File: src/rtl/sar_settle_pkg.sv
package sar_settle_pkg;

  typedef enum logic [1:0] {
    ST_IDLE   = 2'd0,
    ST_SETTLE = 2'd1,
    ST_ASK    = 2'd2
  } sar_state_e;

  // Total wait before a comparison request: fixed part plus the settling
  // part taken from the live taps, clamped from below by the minimum.
  function automatic int unsigned wait_span(input int unsigned live_taps,
                                            input int unsigned tap_cyc,
                                            input int unsigned min_cyc,
                                            input int unsigned fixed_cyc);
    int unsigned settle;
    settle = live_taps * tap_cyc;
    if (settle < min_cyc) settle = min_cyc;
    return fixed_cyc + settle;
  endfunction

  // Index of the code bit under test after a given number of resolved bits.
  function automatic int unsigned bit_under_test(input int unsigned nbits,
                                                 input int unsigned resolved);
    return nbits - 1 - resolved;
  endfunction

endpackage

File: src/rtl/sar_tap_chain.sv
module sar_tap_chain #(
  parameter int NBITS = 10,
  localparam int SW = (NBITS > 1) ? $clog2(NBITS) : 1,
  localparam int TCW = $clog2(NBITS + 1)
) (
  input  logic             clk,
  input  logic             rst_n,
  input  logic             restore,
  input  logic             drop,
  input  logic             keep_all,
  input  logic [SW-1:0]    drop_idx,
  output logic [TCW-1:0]   live_now,
  output logic [TCW-1:0]   live_next
);

  logic [NBITS-1:0] tap_q;
  logic [NBITS-1:0] tap_d;

  for (genvar i = 0; i < NBITS; i++) begin : g_tap
    always_comb begin
      if (restore) begin
        tap_d[i] = 1'b1;
      end else if (drop && !keep_all && (int'(drop_idx) == i)) begin
        tap_d[i] = 1'b0;
      end else begin
        tap_d[i] = tap_q[i];
      end
    end

    always_ff @(posedge clk or negedge rst_n) begin
      if (!rst_n) tap_q[i] <= 1'b1;
      else        tap_q[i] <= tap_d[i];
    end
  end

  always_comb begin
    live_now  = '0;
    live_next = '0;
    for (int k = 0; k < NBITS; k++) begin
      live_now  = live_now  + TCW'(tap_q[k]);
      live_next = live_next + TCW'(tap_d[k]);
    end
  end

endmodule

File: src/rtl/sar_settle_timer.sv
module sar_settle_timer #(
  parameter int TW = 8
) (
  input  logic          clk,
  input  logic          rst_n,
  input  logic          load,
  input  logic [TW-1:0] load_val,
  output logic          expired
);

  logic [TW-1:0] cnt_q;

  always_ff @(posedge clk or negedge rst_n) begin
    if (!rst_n) begin
      cnt_q <= '0;
    end else if (load) begin
      cnt_q <= load_val;
    end else if (cnt_q != '0) begin
      cnt_q <= cnt_q - TW'(1);
    end
  end

  assign expired = (cnt_q == TW'(1)) && !load;

endmodule

File: src/rtl/sar_bit_reg.sv
module sar_bit_reg #(
  parameter int NBITS = 10,
  localparam int SW = (NBITS > 1) ? $clog2(NBITS) : 1
) (
  input  logic             clk,
  input  logic             rst_n,
  input  logic             init,
  input  logic             decide,
  input  logic [SW-1:0]    resolved,
  input  logic             verdict,
  output logic [NBITS-1:0] code
);

  import sar_settle_pkg::*;

  logic [NBITS-1:0] code_d;
  int               pos;

  assign pos = int'(bit_under_test(NBITS, int'(resolved)));

  for (genvar i = 0; i < NBITS; i++) begin : g_bit
    always_comb begin
      code_d[i] = code[i];
      if (init) begin
        code_d[i] = (i == NBITS - 1);
      end else if (decide) begin
        if (i == pos)          code_d[i] = verdict;
        else if (i == pos - 1) code_d[i] = 1'b1;
      end
    end

    always_ff @(posedge clk or negedge rst_n) begin
      if (!rst_n) code[i] <= 1'b0;
      else        code[i] <= code_d[i];
    end
  end

endmodule

File: src/rtl/sar_settle_ctrl.sv
module sar_settle_ctrl #(
  parameter int NBITS     = 10,
  parameter int FIXED_CYC = 2,
  parameter int TAP_CYC   = 2,
  parameter int FLOOR_CYC = 5,
  parameter int CYCW      = 16
) (
  input  logic             clk,
  input  logic             rst_n,
  input  logic             start,
  input  logic             mode_shrink,
  input  logic             cmp_valid,
  input  logic             cmp_result,
  output logic             cmp_req,
  output logic [NBITS-1:0] dac_code,
  output logic             busy,
  output logic             done,
  output logic [NBITS-1:0] result,
  output logic [CYCW-1:0]  conv_cycles
);

  import sar_settle_pkg::*;

  localparam int SW    = (NBITS > 1) ? $clog2(NBITS) : 1;
  localparam int TCW   = $clog2(NBITS + 1);
  localparam int MAXW  = FIXED_CYC + NBITS * TAP_CYC + FLOOR_CYC;
  localparam int TW    = $clog2(MAXW + 1);
  localparam logic [SW-1:0] LAST_STEP = SW'(NBITS - 1);

  sar_state_e       state_q;
  logic [SW-1:0]    step_q;
  logic             mode_q;
  logic             done_q;
  logic [NBITS-1:0] result_q;
  logic [CYCW-1:0]  cyc_q;

  // Named internal events, also used by the bound checker.
  logic             waiting;
  logic             wait_expired;
  logic             decision_taken;
  logic             last_decision;
  logic             timer_load;
  logic [TW-1:0]    timer_val;
  logic [TCW-1:0]   live_taps;
  logic [TCW-1:0]   live_taps_nxt;

  assign waiting        = (state_q == ST_SETTLE);
  assign decision_taken = (state_q == ST_ASK) && cmp_valid && !start;
  assign last_decision  = decision_taken && (step_q == LAST_STEP);
  assign timer_load     = start || (decision_taken && !last_decision);
  assign timer_val      = TW'(wait_span(int'(live_taps_nxt), TAP_CYC,
                                        FLOOR_CYC, FIXED_CYC));

  sar_tap_chain #(.NBITS(NBITS)) u_taps (
    .clk       (clk),
    .rst_n     (rst_n),
    .restore   (start),
    .drop      (decision_taken),
    .keep_all  (!mode_q),
    .drop_idx  (step_q),
    .live_now  (live_taps),
    .live_next (live_taps_nxt)
  );

  sar_settle_timer #(.TW(TW)) u_timer (
    .clk      (clk),
    .rst_n    (rst_n),
    .load     (timer_load),
    .load_val (timer_val),
    .expired  (wait_expired)
  );

  sar_bit_reg #(.NBITS(NBITS)) u_bits (
    .clk      (clk),
    .rst_n    (rst_n),
    .init     (start),
    .decide   (decision_taken),
    .resolved (step_q),
    .verdict  (cmp_result),
    .code     (dac_code)
  );

  always_ff @(posedge clk or negedge rst_n) begin
    if (!rst_n) begin
      state_q  <= ST_IDLE;
      step_q   <= '0;
      mode_q   <= 1'b1;
      done_q   <= 1'b0;
      result_q <= '0;
    end else begin
      done_q <= 1'b0;
      if (start) begin
        state_q <= ST_SETTLE;
        step_q  <= '0;
        mode_q  <= mode_shrink;
      end else begin
        unique case (state_q)
          ST_SETTLE: if (wait_expired) state_q <= ST_ASK;
          ST_ASK: begin
            if (last_decision) begin
              state_q  <= ST_IDLE;
              done_q   <= 1'b1;
              result_q <= {dac_code[NBITS-1:1], cmp_result};
            end else if (decision_taken) begin
              state_q <= ST_SETTLE;
              step_q  <= step_q + SW'(1);
            end
          end
          default: state_q <= ST_IDLE;
        endcase
      end
    end
  end

  always_ff @(posedge clk or negedge rst_n) begin
    if (!rst_n)                 cyc_q <= '0;
    else if (start)             cyc_q <= '0;
    else if (state_q != ST_IDLE) cyc_q <= cyc_q + CYCW'(1);
  end

  assign cmp_req     = (state_q == ST_ASK);
  assign busy        = (state_q != ST_IDLE);
  assign done        = done_q;
  assign result      = result_q;
  assign conv_cycles = cyc_q;

endmodule

File: config.mk
export PLATFORM = sky130hd
export DESIGN_NAME = sar_settle_ctrl
export DESIGN_NICKNAME = d
export VERILOG_FILES = /design/src/rtl/sar_settle_pkg.sv /design/src/rtl/sar_tap_chain.sv /design/src/rtl/sar_settle_timer.sv /design/src/rtl/sar_bit_reg.sv /design/src/rtl/sar_settle_ctrl.sv
export SDC_FILE = /design/constraint.sdc
export NUM_CORES = 1
export LEC_CHECK = 0
export BUFFER_PORTS_ARGS = -buffer_cell sky130_fd_sc_hd__buf_2
export CORE_ASPECT_RATIO = 0.8
export CORE_MARGIN = 8
export CORE_UTILIZATION = 38
export CTS_CLUSTER_SIZE = 14
export DETAILED_ROUTE_END_ITERATION = 7
export PLACE_DENSITY_LB_ADDON = 0.15
export SETUP_SLACK_MARGIN = 0.3
export SYNTH_ARGS = -nofsm -noshare
export SYNTH_HDL_FRONTEND = slang
export SYNTH_HIERARCHICAL = 1
export SYNTH_SLANG_ARGS = --single-unit
File: constraint.sdc
create_clock -name clk -period 10.05 [get_ports clk]
set_input_delay 2.01 -clock clk [delete_from_list [all_inputs] [get_ports clk]]
set_output_delay 2.01 -clock clk [all_outputs]
set_load 0.01 [all_outputs]
==> out/metrics.yaml <==
placed_design:
  dpl.hpwl_um: 5200
  port_buffers: 44
  finalWeightedCongestion: 0.794
timing:
  maxSlewViolCount: 0
  layout_min_cycle_time_ps: 6750
  finalHoldViolCount: 0
  finClkSkew_ps: 6.65
  min_period_over_period: 0.671
  max_freq_ghz: 0.148
  slew_headroom: 0.478
  rsz0062_at_grt: "no"
  final.setup.tns_ps: 0
  tightestPinTransition_ps: 783
  setup_viol: 0
die:
  floorplan.initialDensity: 0.390
  die-area_um2: 12600
  die_y_um: 102
  coreArea_um2: 9000
  rows: 31
  die-width_um: 123
  io_pins: 45
critical_path:
  worst_ep_arrival_time_ps: 6960
  cpMaxStageDelayCell: "fa_1"
  crit_type: "primary input to register"
  startpoint_type: "primary input"
  path_delay_family: "adder cells"
  worstPathCellList: "buf_2 > buf_4 > nor2_1 > buf_4 > nor4b_1 > a21oi_1 > fa_1 > inv_1 > fa_1 > fa_1 > inv_1 > ha_1 > inv_1 > fa_1 > inv_1 > a211oi_1 > nor2b_1 > ha_1 > xor2_1 > mux2i_1 > a21oi_1"
  slowest_delay_ps: 600
  cp-end-kind: "register"
  path_max_fanout: 59
  required_ps: 10260
  path_buf_inv: 7
detailed_routing:
  drcViolationCount: 0
  ant_nets: 0
  routed_wirelength_um: 7610
  viasPerCell: 5.26
  avgRoutedWirePerCell_um: 14.9
  dr_total_vias: 2675
  first_iter_violations: 120
  dr.pass1.iters: 4
job:
  max_cap_violations: 0
cells_and_area:
  drive_gt1_frac: 0.302
  final_common_cell: "dfrtp_1"
  final_core_util: 0.461
  area_growth_pct: 18.2
  diodes: 0
  finalNetCount: 411
  layout.cells.most_common_list: "48 x dfrtp_1, 44 x buf_2, 35 x nor2_1"
clocking:
  cts_resized: 0
  cts.htree.levels: 3
  cts_tree: "done"
  cts_hold_buf: 0
  cts_setup_buffers: 0
  clockBufferDepth: 2
  worstSkewPairLatency_ps: 330
  cts_made_buffers: 9
  clock_sinks: 59
  root_buffer: "clkbuf_16"
  clkSlewWorstSetupHoldPaths_ps: 50
logic_synthesis:
  syn-num-nets: 367
  netlist_area_um2: 3510
  yosys_warnings: 6
  syn_area_per_cell_um2: 10.2
  synth_cells: 345
power_and_ir_drop:
  power.density_nw_per_um2: 146
  leakagePower_nw: 1.86
  vdd_drop_max_uv: 125
global_routing:
  antenna_found_initial: 0
  grt_pass1_vias: 2698
  overflow: 0
  grt_use_total: 0.129
  grt_first_pass_wirelength_um: 13000
  grt_max_degree: 60
run_status:
  status: "finished, final reports clean"
min_path:
  hp-class: "register to register"
==> state kept, by name, indices dropped and copies added (netlist names) <==
| register | flops |
|---|---|
| u_taps/tap_q | 10 |
| conv_cycles | 16 |
| u_bits/code | 10 |
| state_q | 2 |
| step_q | 4 |
| result | 10 |
| mode_q | 1 |
| u_timer/cnt_q | 5 |
| done | 1 |
==> per-stage QoR <==
| step | hold WS [ps] | cell area, µm² | total power [mW] | cells | setup WS, ps |
|---|---|---|---|---|---|
| 2_1_floorplan | 467 | 3510 | 0.264 | 345 | 3510 |
| 3_3_place_gp | 484 | 3820 | 0.276 | 493 | 3120 |
| 3_5_place_dp | 484 | 3820 | 0.276 | 493 | 2950 |
| 4_1_cts | 501 | 4140 | 0.617 | 509 | 3300 |
| 5_1_grt | 508 | 4140 | 0.630 | 509 | 2940 |
| 6_report | 498 | 4140 | 0.605 | 509 | 3300 |
==> cell type report <==
class,count,area (µm²)
fillers,869,4850
multi-input cells,250,1850
flip-flops and latches,59,1490
repair buffers,49,258
clock buffers,10,239
well taps,115,144
clock inverters,6,88.8
inverters,20,75.1
==> final timing paths <==
| path | from | endpoint | slack, ps | depth (start not counted) |
|---|---|---|---|---|
| worst max-delay path | start | u_timer/cnt_q[3] | 3300 | 21 |
| worst min-delay path | result[5] | result[5] | 500 | 1 |
| worst max register to register | state_q[1] | u_timer/cnt_q[3] | 4670 | 21 |
| worst min register to register | result[5] | result[5] | 500 | 1 |
| max in group asynchronous | rst_n | u_bits/code[8] | 7720 | 2 |
| min in group asynchronous | rst_n | conv_cycles[6] | 1840 | 2 |
==> worst register-to-register path: stages, from the launching register on <==
cell and delay (ps):
dfrtp_1 460, nor2b_1 220, nand2_1 110, nor2_1 90, buf_4 210, nor4b_1 590, a21oi_1 240, fa_1 600
inv_1 60, fa_1 520, fa_1 400, inv_1 70, ha_1 150, inv_1 50, fa_1 470, inv_1 60
a211oi_1 300, nor2b_1 110, ha_1 220, xor2_1 130, mux2i_1 130, a21oi_1 60
==> layer usage <==
metal,vias to the layer above,track usage,part of all wire
li1,1319,-,-
met1,1284,0.165,0.47
met2,61,0.205,0.45
met3,11,0.0425,0.063
met4,0,0.0388,0.011
met5,-,0,0
==> power breakdown <==
| part | leakage [nW] | switching (mW) | total, mW | internal, mW |
|---|---|---|---|---|
| registers | 0.762 | 0.00421 | 0.246 | 0.242 |
| logic | 0.948 | 0.0163 | 0.0253 | 0.00894 |
| clock network | 0.155 | 0.111 | 0.334 | 0.223 |
| total | 1.86 | 0.131 | 0.605 | 0.474 |
(Power assumes the default switching activity.)
